## src/rtl/hme_pkg.sv

```systemverilog
package hme_pkg;
   localparam logic [3:0] MODE_OFS = 4'hE;
   localparam logic [3:0] STAT_OFS = 4'hA;
   localparam int CELL_BITS = 16;

   typedef enum logic [1:0] {
      XL_PASS,
      XL_MASK7,
      XL_LINEDBL,
      XL_CURSOR
   } xl_kind_t;

   function automatic logic [7:0] rescale(input logic [4:0] idx, input logic [7:0] d);
      logic [7:0] r;
      r = d;
      unique case (idx)
         5'd0:  r = {1'b0, d[6:0]};
         5'd9:  r = (d < 8'h80 && d != 8'h03) ? {d[6:0], 1'b1} : d;
         5'd10: r = {1'b0, d[6:5], d[3:0], 1'b0};
         5'd11: r = {d[6:0], 1'b0};
         default: r = d;
      endcase
      return r;
   endfunction
endpackage

```

## src/rtl/hme_crtc_port.sv

```systemverilog
module hme_crtc_port import hme_pkg::*; #(
   parameter int IO_AW = 4,
   parameter int IDX_W = 5
) (
   input  logic             clk,
   input  logic             rst_n,
   input  logic             io_wr,
   input  logic [IO_AW-1:0] io_addr,
   input  logic [7:0]       io_wdata,
   output logic             crtc_addr_we,
   output logic             crtc_data_we,
   output logic [7:0]       crtc_wdata
);
   localparam int WIN_LSB = 3;

   logic       in_win;
   logic [7:0] idx_q;

   generate
      if (IO_AW > WIN_LSB) begin : g_wide
         assign in_win = (io_addr[IO_AW-1:WIN_LSB] == '0);
      end else begin : g_narrow
         assign in_win = 1'b1;
      end
   endgenerate

   assign crtc_addr_we = io_wr && in_win && !io_addr[0];
   assign crtc_data_we = io_wr && in_win && io_addr[0];

   always_ff @(posedge clk) begin
      if (!rst_n) idx_q <= '0;
      else if (crtc_addr_we) idx_q <= io_wdata;
   end

   always_comb begin
      if (crtc_data_we) crtc_wdata = rescale(idx_q[IDX_W-1:0], io_wdata);
      else crtc_wdata = io_wdata;
   end
endmodule

```

## src/rtl/hme_mode_regs.sv

```systemverilog
module hme_mode_regs import hme_pkg::*; #(
   parameter int IO_AW   = 4,
   parameter int VRAM_AW = 15
) (
   input  logic               clk,
   input  logic               rst_n,
   input  logic               io_wr,
   input  logic               io_rd,
   input  logic [IO_AW-1:0]   io_addr,
   input  logic [7:0]         io_wdata,
   input  logic               vsync,
   input  logic               hsync,
   output logic [7:0]         mode_q,
   output logic [VRAM_AW-1:0] start_off,
   output logic [7:0]         io_rdata,
   output logic               io_rhit
);
   localparam logic [VRAM_AW-1:0] HALF_OFS = VRAM_AW'(1) << (VRAM_AW - 1);

   logic sel_mode, sel_stat;

   assign sel_mode = (io_addr == IO_AW'(MODE_OFS));
   assign sel_stat = (io_addr == IO_AW'(STAT_OFS));

   always_ff @(posedge clk) begin
      if (!rst_n) mode_q <= '0;
      else if (io_wr && sel_mode) mode_q <= io_wdata;
   end

   assign start_off = (mode_q[3] && !mode_q[0]) ? HALF_OFS : '0;

   always_comb begin
      io_rhit  = io_rd && (sel_mode || sel_stat);
      io_rdata = 8'hFF;
      if (sel_mode) io_rdata = mode_q;
      else if (sel_stat) io_rdata = {2'b11, 2'b00, vsync, 1'b1, 1'b0, hsync};
   end
endmodule

```

## src/rtl/hme_fetch.sv

```systemverilog
module hme_fetch #(
   parameter int MA_W    = 14,
   parameter int RA_W    = 5,
   parameter int CNT_W   = 7,
   parameter int VRAM_AW = 15
) (
   input  logic               clk,
   input  logic               rst_n,
   input  logic               line_go,
   input  logic [MA_W-1:0]    ma,
   input  logic [RA_W-1:0]    ra,
   input  logic [CNT_W-1:0]   cell_cnt,
   input  logic [VRAM_AW-1:0] start_off,
   output logic [VRAM_AW-1:0] vram_addr,
   output logic               ld_first,
   output logic               ld_cell,
   output logic               cell_ok
);
   localparam int BANK_W = VRAM_AW - 2;
   localparam int MA_USE = BANK_W - 1;
   localparam logic [3:0] PH_FIRST = 4'd14;
   localparam logic [3:0] PH_SECOND = 4'd15;
   localparam logic [3:0] PH_LOAD = 4'd0;

   logic              run;
   logic [3:0]        phase;
   logic [CNT_W-1:0]  fcell, cnt_q;
   logic [MA_W-1:0]   ma_q, cell_ma;
   logic [1:0]        bank_q;
   logic              fetching;
   logic [VRAM_AW-1:0] base;

   assign fetching = run && (fcell < cnt_q);
   assign cell_ma  = ma_q + MA_W'(fcell);
   assign base     = {bank_q, cell_ma[MA_USE-1:0], 1'b0} + start_off;
   assign vram_addr = base | VRAM_AW'(phase == PH_SECOND);

   assign ld_first = run && (phase == PH_SECOND);
   assign ld_cell  = run && (phase == PH_LOAD);

   always_ff @(posedge clk) begin
      if (!rst_n) begin
         run     <= 1'b0;
         phase   <= '0;
         fcell   <= '0;
         cnt_q   <= '0;
         ma_q    <= '0;
         bank_q  <= '0;
         cell_ok <= 1'b0;
      end else if (line_go) begin
         run     <= 1'b1;
         phase   <= PH_FIRST;
         fcell   <= '0;
         cnt_q   <= cell_cnt;
         ma_q    <= ma;
         bank_q  <= ra[1:0];
         cell_ok <= 1'b0;
      end else if (run) begin
         phase <= phase + 4'd1;
         if (phase == PH_SECOND) begin
            cell_ok <= fetching;
            if (fetching) fcell <= fcell + CNT_W'(1);
         end
      end
   end
endmodule

```

## src/rtl/hme_shifter.sv

```systemverilog
module hme_shifter import hme_pkg::*; #(
   parameter int COL_W = 4
) (
   input  logic             clk,
   input  logic             rst_n,
   input  logic             line_go,
   input  logic             ld_first,
   input  logic             ld_cell,
   input  logic             cell_ok,
   input  logic [7:0]       vram_rdata,
   input  logic             hires,
   input  logic             de,
   input  logic [COL_W-1:0] color_sel,
   output logic             pix_valid,
   output logic [COL_W-1:0] pix
);
   logic [7:0]           first_q;
   logic [CELL_BITS-1:0] sh_q;
   logic                 lit;

   always_ff @(posedge clk) begin
      if (!rst_n) begin
         first_q   <= '0;
         sh_q      <= '0;
         pix_valid <= 1'b0;
      end else begin
         if (ld_first) first_q <= vram_rdata;
         if (line_go) begin
            pix_valid <= 1'b0;
         end else if (ld_cell) begin
            sh_q      <= {first_q, vram_rdata};
            pix_valid <= cell_ok;
         end else begin
            sh_q <= {sh_q[CELL_BITS-2:0], 1'b0};
         end
      end
   end

   assign lit = pix_valid && de && hires && sh_q[CELL_BITS-1];

   generate
      for (genvar b = 0; b < COL_W; b++) begin : g_col
         assign pix[b] = lit & color_sel[b];
      end
   endgenerate
endmodule

```

## src/rtl/hires_mono_ext.sv

```systemverilog
module hires_mono_ext #(
   parameter int IO_AW   = 4,
   parameter int MA_W    = 14,
   parameter int RA_W    = 5,
   parameter int CNT_W   = 7,
   parameter int COL_W   = 4,
   parameter int VRAM_AW = 15
) (
   input  logic               clk,
   input  logic               rst_n,
   input  logic               io_wr,
   input  logic               io_rd,
   input  logic [IO_AW-1:0]   io_addr,
   input  logic [7:0]         io_wdata,
   output logic [7:0]         io_rdata,
   output logic               io_rhit,
   output logic               crtc_addr_we,
   output logic               crtc_data_we,
   output logic [7:0]         crtc_wdata,
   input  logic               vsync,
   input  logic               hsync,
   input  logic [COL_W-1:0]   color_sel,
   input  logic               line_go,
   input  logic [MA_W-1:0]    ma,
   input  logic [RA_W-1:0]    ra,
   input  logic [CNT_W-1:0]   cell_cnt,
   input  logic               de,
   output logic [RA_W-1:0]    std_ra,
   output logic [VRAM_AW-1:0] vram_addr,
   input  logic [7:0]         vram_rdata,
   output logic               pix_valid,
   output logic [COL_W-1:0]   pix
);
   generate
      if (VRAM_AW != 15) begin : g_bad_vram
         $error("hires_mono_ext: four 8 KB banks need VRAM_AW of 15");
      end
      if (MA_W < VRAM_AW - 3) begin : g_bad_ma
         $error("hires_mono_ext: MA_W too narrow for a bank");
      end
      if (IO_AW < 4) begin : g_bad_io
         $error("hires_mono_ext: IO_AW must reach offset 0x0E");
      end
      if (RA_W < 2 || COL_W < 1 || CNT_W < 1) begin : g_bad_misc
         $error("hires_mono_ext: RA_W, COL_W or CNT_W out of range");
      end
   endgenerate

   logic [7:0]         mode_q;
   logic [VRAM_AW-1:0] start_off;
   logic               ld_first, ld_cell, cell_ok;
   logic               hires;

   assign hires  = mode_q[0];
   assign std_ra = hires ? ra : (ra >> 1);

   hme_crtc_port #(.IO_AW(IO_AW), .IDX_W(5)) u_port (
      .clk(clk), .rst_n(rst_n), .io_wr(io_wr), .io_addr(io_addr), .io_wdata(io_wdata),
      .crtc_addr_we(crtc_addr_we), .crtc_data_we(crtc_data_we), .crtc_wdata(crtc_wdata)
   );

   hme_mode_regs #(.IO_AW(IO_AW), .VRAM_AW(VRAM_AW)) u_mode (
      .clk(clk), .rst_n(rst_n), .io_wr(io_wr), .io_rd(io_rd), .io_addr(io_addr),
      .io_wdata(io_wdata), .vsync(vsync), .hsync(hsync), .mode_q(mode_q),
      .start_off(start_off), .io_rdata(io_rdata), .io_rhit(io_rhit)
   );

   hme_fetch #(.MA_W(MA_W), .RA_W(RA_W), .CNT_W(CNT_W), .VRAM_AW(VRAM_AW)) u_fetch (
      .clk(clk), .rst_n(rst_n), .line_go(line_go), .ma(ma), .ra(ra), .cell_cnt(cell_cnt),
      .start_off(start_off), .vram_addr(vram_addr), .ld_first(ld_first),
      .ld_cell(ld_cell), .cell_ok(cell_ok)
   );

   hme_shifter #(.COL_W(COL_W)) u_shift (
      .clk(clk), .rst_n(rst_n), .line_go(line_go), .ld_first(ld_first), .ld_cell(ld_cell),
      .cell_ok(cell_ok), .vram_rdata(vram_rdata), .hires(hires), .de(de),
      .color_sel(color_sel), .pix_valid(pix_valid), .pix(pix)
   );
endmodule

```

## config.mk

```make
export PLATFORM = sky130hd
export DESIGN_NAME = hires_mono_ext
export DESIGN_NICKNAME = d
export VERILOG_FILES = /design/src/rtl/hme_pkg.sv /design/src/rtl/hme_crtc_port.sv /design/src/rtl/hme_mode_regs.sv /design/src/rtl/hme_fetch.sv /design/src/rtl/hme_shifter.sv /design/src/rtl/hires_mono_ext.sv
export SDC_FILE = /design/constraint.sdc
export NUM_CORES = 1
export LEC_CHECK = 0
export ABC_AREA = 1
export BUFFER_PORTS_ARGS = -buffer_cell sky130_fd_sc_hd__buf_2
export CORE_ASPECT_RATIO = 0.6
export CORE_MARGIN = 2
export CORE_UTILIZATION = 40
export CTS_CLUSTER_SIZE = 40
export DETAILED_ROUTE_END_ITERATION = 8
export GPL_TIMING_DRIVEN = 0
export PLACE_DENSITY = 0.66
export SYNTH_ARGS = -nofsm -noshare
export SYNTH_HDL_FRONTEND = slang
export SYNTH_SLANG_ARGS = --single-unit
```

## constraint.sdc

```tcl
create_clock -name clk -period 1.5 [get_ports clk]
set_input_delay 0 -clock clk [delete_from_list [all_inputs] [get_ports clk]]
set_output_delay 0 -clock clk [all_outputs]
set_load 0.05 [all_outputs]
```

==> flow_metrics.py, run 1 <==
metrics = {
    "logic_synthesis": {
        "synth_seq_area_share_pct": 37.2,
        "synth_cells": 564,
        "avgSynthCellArea_sq_um": 6.87,
        "yosys_warnings": 0,
        "synthesis.area_sq_um": 3870,
        "synth_top_area_cell": "dfxtp_1",
        "syn_nets": 639,
        "synth_cell_types": 31,
        "ys_ff_latch": 72,
        "synth.area.top_cells": "dfxtp_1, o21ai_0, nor2_1",
        "netlist.area_leader.share_pct": 37.2,
    },
    "run_status": {
        "failed_checks": "setup timing",
        "outcome": "complete, but fails checks",
    },
    "timing": {
        "finalCritPeriodShare_pct": 131,
        "worst_pin_slew_ns": 0.547,
        "slew_violations": 0,
        "rsz0062_at_grt": "yes",
        "fmax_ghz": 0.509,
        "slew_headroom_pct": 63.5,
        "finalHoldViolations": 0,
        "worst_clock_skew_ns": 0.00606,
        "tns_ns": -5.84,
        "setup_violations": 24,
        "setup_ws_ns": -0.465,
        "fin_crit_ns": 1.97,
    },
    "global_route": {
        "grt_max_degree": 12,
        "antenna_found_initial": 0,
        "grtUsageTotal_pct": 24.7,
        "grt_overflow": 0,
        "grt_pass1_wl_um": 20200,
        "grt_pass1_vias": 4240,
    },
    "clock_tree": {
        "cts_buffer_depth": 2,
        "clk_pin_slew_ns": 0.06,
        "cts.htree.levels": 3,
        "insertion_delay_ns": 0.34,
        "cts_buffers": 9,
        "cts_tree": "built",
        "root_buffer": "clkbuf_16",
        "clkSinkCount": 72,
    },
    "placed_design": {
        "post-place-cells": 790,
        "port_buffers": 96,
        "place_hpwl_um": 8410,
        "gp_congestion": 0.859,
    },
    "final_layout": {
        "layout_common_cells": "buf_2, nor2_1, o21ai_0",
        "fin_cells": 876,
        "nNetsFinal": 817,
        "drive_gt1_share_pct": 39.8,
        "syn2layout_area_growth_pct": 65.5,
        "fillers": 703,
        "final_common_cell": "buf_2",
        "diodes": 0,
    },
    "power": {
        "power_leakage_uw": 0.00278,
        "comb_power_share_pct": 22.1,
        "p_sw_uw": 1570,
        "p_int_uw": 3620,
        "p_per_area_nw_per_um2": 809,
        "p_sw_share_pct": 30.3,
        "clkPwrFrac_pct": 38.5,
        "max-vdd-ir-drop_mv": 0.641,
        "p_seq_share_pct": 39.5,
    },
    "detailed_routing": {
        "vias_per_cell": 5.31,
        "drt-total-wl_um": 13800,
        "wl_per_cell_um": 15.8,
        "ant_nets": 0,
        "vias": 4648,
        "first_pass_iters": 5,
        "drt_drc_violations_left": 0,
        "drt_iter0_drc": 290,
    },
    "floorplan": {
        "rows": 27,
        "initial_utilization_pct": 41.7,
        "die_w_um": 131,
        "fp.dieH_um": 80.2,
        "boundaryPins": 102,
        "die_area_sq_um": 10500,
        "core_area_sq_um": 9290,
    },
    "worst_setup_path": {
        "cp_cell_sequence": "ha_4 > inv_4 > o21bai_2 > nand2_2 > nand3_4 > nand2_8 > nor2_4 > nand2_2 > nand2_4 > buf_8",
        "cp-start-kind": "register",
        "crit_fanout": 4,
        "path_class": "reg2out",
        "critPathRequiredTime_ns": 1.50,
        "cpPeakStageDelay_ns": 0.36,
        "reg2reg_slack_ns": -0.03,
        "crit_path_end_kind": "output pin",
        "worstPathArrival_ns": 1.97,
        "cp_slowest_cell": "dfxtp_4",
        "cpMostUsedCell": "nand2_2",
    },
    "hold_path": {
        "min_path_type": "in2reg",
    },
    "job": {
        "max_cap_viol_count": 0,
    },
}
==> power groups by stage <==
| stage | Clock [uW] | Sequential (uW) | Combinational, uW |
|---|---|---|---|
| after floorplan | 0 | 2080 | 571 |
| after global placement | 0 | 2090 | 787 |
| after detailed placement | 0 | 2090 | 800 |
| after CTS | 2000 | 2040 | 1020 |
| after global routing | 2090 | 2060 | 1220 |
| final | 2000 | 2050 | 1150 |
==> critical path: cells and delay by family, from the launching register on <==
kind | cells | cell delay [ns]
simple gates | 6 | 0.57
compound gates | 1 | 0.22
flops | 1 | 0.36
fa+ha+maj | 1 | 0.30
buf+inv | 2 | 0.19
==> synth_stat cells <==
library cell	n
a31oi_1	1
dfxtp_1	72
mux2i_1	2
clkinv_1	1
buf_2	2
xnor2_1	5
nand4_2	1
clkbuf_1	15
a21oi_1	47
o21ai_0	85
nor2_2	3
o21bai_1	1
o21ai_1	4
a211oi_1	1
nor3b_4	1
buf_4	2
xor2_1	9
nand4_1	9
nand3_1	43
fa_1	1
nor2_1	89
nand2_4	2
buf_1	1
nor3_1	9
o31ai_1	1
nor2_8	1
inv_1	63
nand2_1	74
o211ai_1	1
ha_1	16
inv_2	2
==> stage by stage <==
stage          power (uW)  utilization (%)  hold slack [ns]  cell area [sq um]  setup slack, ns
2_1_floorplan        2650                -            0.114               4120           -0.330
3_3_place_gp         2880             51.3            0.222               4770           -0.354
3_5_place_dp         2890             51.3            0.237               4770           -0.352
4_1_cts              5070             65.1          0.00345               6050           -0.487
5_1_grt              5370             69.0          0.00787               6410           -0.508
6_report             5190             69.0          0.00551               6410           -0.465
==> sequential cells by signal, summed over array words and instances, names as in the netlist <==
name and flops:
u_fetch.cnt_q 7, u_shift.first_q 8, u_fetch.fcell 7, u_shift.pix_valid 1, u_port.idx_q 5, u_fetch.bank_q 2
u_fetch.run 1, u_shift.sh_q 16, u_mode.mode_q 8, u_fetch.phase 4, u_fetch.cell_ok 1, u_fetch.ma_q 12
==> final cells by class <==
type	count	area, sq um	area share [%]
Buffer	20	90.1	1.40
Sequential cell	72	1490	23.2
Inverter	66	264	4.12
Multi-Input combinational cell	406	2870	44.8
Clock buffer	12	256	4.00
Timing Repair Buffer	167	1260	19.7
Clock inverter	3	17.5	0.273
Tap cell	130	163	2.54
==> repair_timing <==
action	CTS	global route
gates resized for setup	133	68
pin swaps	48	34
setup endpoints to repair	39	49
buffers inserted	27	14
hold endpoints to repair	37	0
cloned	0	0
hold buffers	30	0
==> layer usage <==
| layer | track usage (%) | vias up | wire, um |
|---|---|---|---|
| li1 | - | 2228 | - |
| met1 | 34.2 | 2204 | 6120 |
| met2 | 38.7 | 184 | 6500 |
| met3 | 5.40 | 32 | 894 |
| met4 | 6.91 | 0 | 331 |
| met5 | 0 | - | 0 |
==> cells by family (layout without fill, tap and decap cells) <==
| group | after synthesis | count (layout) | synth area share [%] |
|---|---|---|---|
| simple gates | 232 | 232 | 26.3 |
| compound gates | 141 | 141 | 18.5 |
| xor+xnor | 14 | 14 | 3.16 |
| buf+inv | 86 | 268 | 8.59 |
| fa+ha+maj | 17 | 17 | 5.68 |
| flops | 72 | 72 | 37.2 |
| mux | 2 | 2 | 0.517 |
==> final timing paths <==
check	to	cells past startpoint	start
worst min-delay path	u_port.idx_q[1]$_SDFFE_PN0P_	3	io_wdata[1]
worst max-delay path	vram_addr[12]	10	u_fetch.fcell[4]$_SDFFE_PP0P_
worst max register to register	u_fetch.fcell[6]$_SDFFE_PP0P_	9	u_fetch.fcell[5]$_SDFFE_PP0P_
worst min register to register	u_mode.mode_q[2]$_SDFFE_PN0P_	2	u_mode.mode_q[2]$_SDFFE_PN0P_
No activity file was read; power rests on OpenSTA's default activity.
==> inputs of run 2 (changes only) <==
--- a/config.mk
+++ b/config.mk
@@ -13,7 +13,7 @@
 export CTS_CLUSTER_SIZE = 40
 export DETAILED_ROUTE_END_ITERATION = 8
 export GPL_TIMING_DRIVEN = 0
-export PLACE_DENSITY = 0.66
 export SYNTH_ARGS = -nofsm -noshare
 export SYNTH_HDL_FRONTEND = slang
+export SYNTH_HIERARCHICAL = 1
 export SYNTH_SLANG_ARGS = --single-unit
==> flow_metrics.py, run 2 <==
metrics = {
    "timing": {
        "finalHoldViolations": 0,
        "fin_crit_ns": 2.34,
        "setup_ws_ns": -0.837,
        "worst_pin_slew_ns": 0.522,
        "slew_headroom_pct": 65.2,
        "setup_violations": 20,
        "tns_ns": -8.62,
        "finalCritPeriodShare_pct": 156,
        "rsz0062_at_grt": "yes",
        "fmax_ghz": 0.428,
        "worst_clock_skew_ns": 0.00655,
        "slew_violations": 0,
    },
    "logic_synthesis": {
        "synth_cells": 780,
        "yosys_warnings": 6,
        "netlist.area_leader.share_pct": 28.5,
        "ys_async_sr_fraction_pct": 0,
        "synth_top_area_cell": "dfxtp_1",
        "ys_ff_latch": 72,
        "ys_top_cells_by_count": "nand2_1, inv_1, nor2_1",
        "synth_seq_area_share_pct": 28.5,
        "synth_cell_types": 42,
        "synth-edff-count": 0,
        "ys.flop_type": "dfxtp_1",
        "synthesis.area_sq_um": 5050,
        "synth.area.top_cells": "dfxtp_1, nand2_1, ha_1",
        "synth_most_common_cell": "nand2_1",
        "avgSynthCellArea_sq_um": 6.48,
    },
    "floorplan": {
        "fp.dieH_um": 91.1,
        "die_area_sq_um": 13600,
        "rows": 31,
        "core_area_sq_um": 12200,
        "initial_utilization_pct": 41.5,
        "boundaryPins": 102,
        "die_w_um": 149,
    },
    "hold_path": {
        "min_path_type": "in2reg",
        "hold_end": "u_fetch/ma_q[10]$_SDFFE_PN0P_",
        "hp-start": "ma[10]",
        "hold_path_depth": 3,
    },
    "worst_setup_path": {
        "worstPathArrival_ns": 2.34,
        "cp_cell_sequence": "ha_4 > fa_2 > nand2_2 > nand3_4 > nand2_2 > o21ai_1 > xor2_1 > ha_4 > xor2_4 > buf_6",
        "cp-start-kind": "register",
        "crit_fanout": 3,
        "reg2reg_depth": 10,
        "rr_startpoint": "u_fetch/fcell[2]$_SDFFE_PP0P_",
        "crit_path_end_kind": "output pin",
        "critical_path_buf_inv_count": 1,
        "cpPeakStageDelay_ns": 0.35,
        "crit_family": "adder cells",
        "path_class": "reg2out",
        "cp_slowest_cell": "dfxtp_4",
        "critPathRequiredTime_ns": 1.50,
        "worst_r2r_endpoint": "u_fetch/fcell[5]$_SDFFE_PP0P_",
        "reg2reg_slack_ns": 0,
        "startpoint": "u_fetch/fcell[0]$_SDFFE_PP0P_",
    },
    "final_layout": {
        "diodes": 0,
        "layout_common_cells": "nand2_1, inv_1, buf_2, nor2_1, dfxtp_1",
        "largest_reg_flops": 16,
        "final_common_cell": "nand2_1",
        "post-route-util_pct": 63.7,
        "drive_gt1_share_pct": 35.9,
        "fillers": 1065,
        "nNetsFinal": 1057,
        "reg_top3": "u_shift/sh_q (16), u_fetch/ma_q (12)",
        "fin_area_sq_um": 7750,
        "syn2layout_area_growth_pct": 53.5,
        "fin_cells": 1136,
        "regMostFlops": "u_shift/sh_q",
    },
    "global_route": {
        "grt_pass1_wl_um": 23900,
        "grt_overflow": 0,
        "grt_pass1_vias": 5110,
        "antenna_found_initial": 0,
        "grt_max_degree": 14,
        "grtUsageTotal_pct": 21.7,
    },
    "detailed_routing": {
        "vias_per_cell": 4.78,
        "ant_nets": 0,
        "first_pass_iters": 5,
        "drt-total-wl_um": 14800,
        "drt_iter0_drc": 317,
        "wl_per_cell_um": 13.1,
        "drt_drc_violations_left": 0,
        "vias": 5434,
    },
    "clock_tree": {
        "root_buffer": "clkbuf_16",
        "clk_pin_slew_ns": 0.06,
        "cts_buffer_depth": 2,
        "clkSinkCount": 72,
        "insertion_delay_ns": 0.33,
        "cts_buffers": 9,
        "cts.htree.levels": 3,
        "cts_tree": "built",
    },
    "run_status": {
        "outcome": "complete, but fails checks",
        "failed_checks": "setup timing",
    },
    "power": {
        "p_per_area_nw_per_um2": 764,
        "p_sw_share_pct": 34.3,
        "p_seq_share_pct": 34.3,
        "max-vdd-ir-drop_mv": 0.426,
        "clkPwrFrac_pct": 33.3,
        "comb_power_share_pct": 32.4,
        "p_sw_uw": 2030,
        "p_int_uw": 3890,
        "power_leakage_uw": 0.00375,
    },
    "placed_design": {
        "dp_slack_ns": -0.651,
        "port_buffers": 99,
        "post-place-cells": 1057,
        "gp_congestion": 0.904,
        "place_area_sq_um": 6150,
        "place_hpwl_um": 10700,
    },
    "job": {
        "max_cap_viol_count": 0,
    },
}
==> run 2: cell count changes in the layout (fill, tap and decap cells not counted), moves of 13 or more <==
| cell | previous run | this run |
|---|---|---|
| nand3_1 | 22 | 36 |
| o21ai_0 | 75 | 41 |
| nand2_2 | 18 | 35 |
| conb_1 | 0 | 14 |
| inv_1 | 57 | 91 |
| clkbuf_1 | 15 | 2 |
| nand2_1 | 49 | 205 |
==> run 2: cell type report <==
class / count / area [sq um] / share of cell area, %
Buffer: 30 / 248 / 3.19
Clock buffer: 10 / 239 / 3.08
Inverter: 106 / 433 / 5.58
Timing Repair Buffer: 163 / 1230 / 15.8
Clock inverter: 5 / 33.8 / 0.436
Sequential cell: 72 / 1490 / 19.3
Multi-Input combinational cell: 585 / 3870 / 50.0
Tap cell: 165 / 206 / 2.66
==> run 2: worst max-delay path by stage <==
| stage | to | slack [ns] | cells past startpoint |
|---|---|---|---|
| CTS | vram_addr[11] | -0.80 | 13 |
| finish | vram_addr[7] | -0.84 | 10 |
| detailed placement | vram_addr[7] | -0.65 | 10 |
| global route | vram_addr[11] | -0.91 | 13 |
| global placement | vram_addr[7] | -0.66 | 10 |
| floorplan | vram_addr[7] | -0.40 | 9 |
==> run 2: power by group through the flow <==
| stage | logic [uW] | registers [uW] | clock network (uW) |
|---|---|---|---|
| finish | 1920 | 2030 | 1970 |
| detailed placement | 1490 | 2070 | 0 |
| global route | 2060 | 2040 | 2110 |
| global placement | 1470 | 2070 | 0 |
| floorplan | 1170 | 2060 | 0 |
| CTS | 1790 | 2030 | 2010 |
==> run 2: cell families after synthesis <==
family | count (synthesis) | synth area share (%)
compound gates | 98 | 10.4
xor+xnor | 18 | 3.12
other cells | 1 | 0.0742
simple gates | 423 | 36.8
flops | 72 | 28.5
fa+ha+maj | 32 | 8.22
buf+inv | 136 | 12.9
==> run 2: repair_timing <==
action	4_1_cts	5_1_grt
endpoints found under the hold margin	39	0
hold buffers	31	0
gates resized for setup	110	90
pin swaps	38	44
buffers inserted	20	13
cloned	0	1
setup endpoints to repair	37	57
==> run 2: through the flow <==
stage | hold slack, ns | total power [uW]
floorplan | 0.0777 | 3230
global placement | 0.227 | 3540
detailed placement | 0.228 | 3570
CTS | 0.00220 | 5830
global route | 0.0552 | 6210
finish | 0.0210 | 5920
==> run 2: per-layer routing <==
metal | track usage (%) | vias up | part of all wire, % | routed length (um)
li1 | - | 2797 | - | -
met1 | 32.7 | 2484 | 52 | 7770
met4 | 4.76 | 0 | 1.1 | 157
met3 | 4.42 | 17 | 4.7 | 690
met5 | 0 | - | 0 | 0
met2 | 31.6 | 136 | 42 | 6210
==> run 2: tightest hold or removal path, stage by stage <==
cell	delay (ns)
buf_2	0.10
o21ai_0	0.08
a21oi_1	0.13
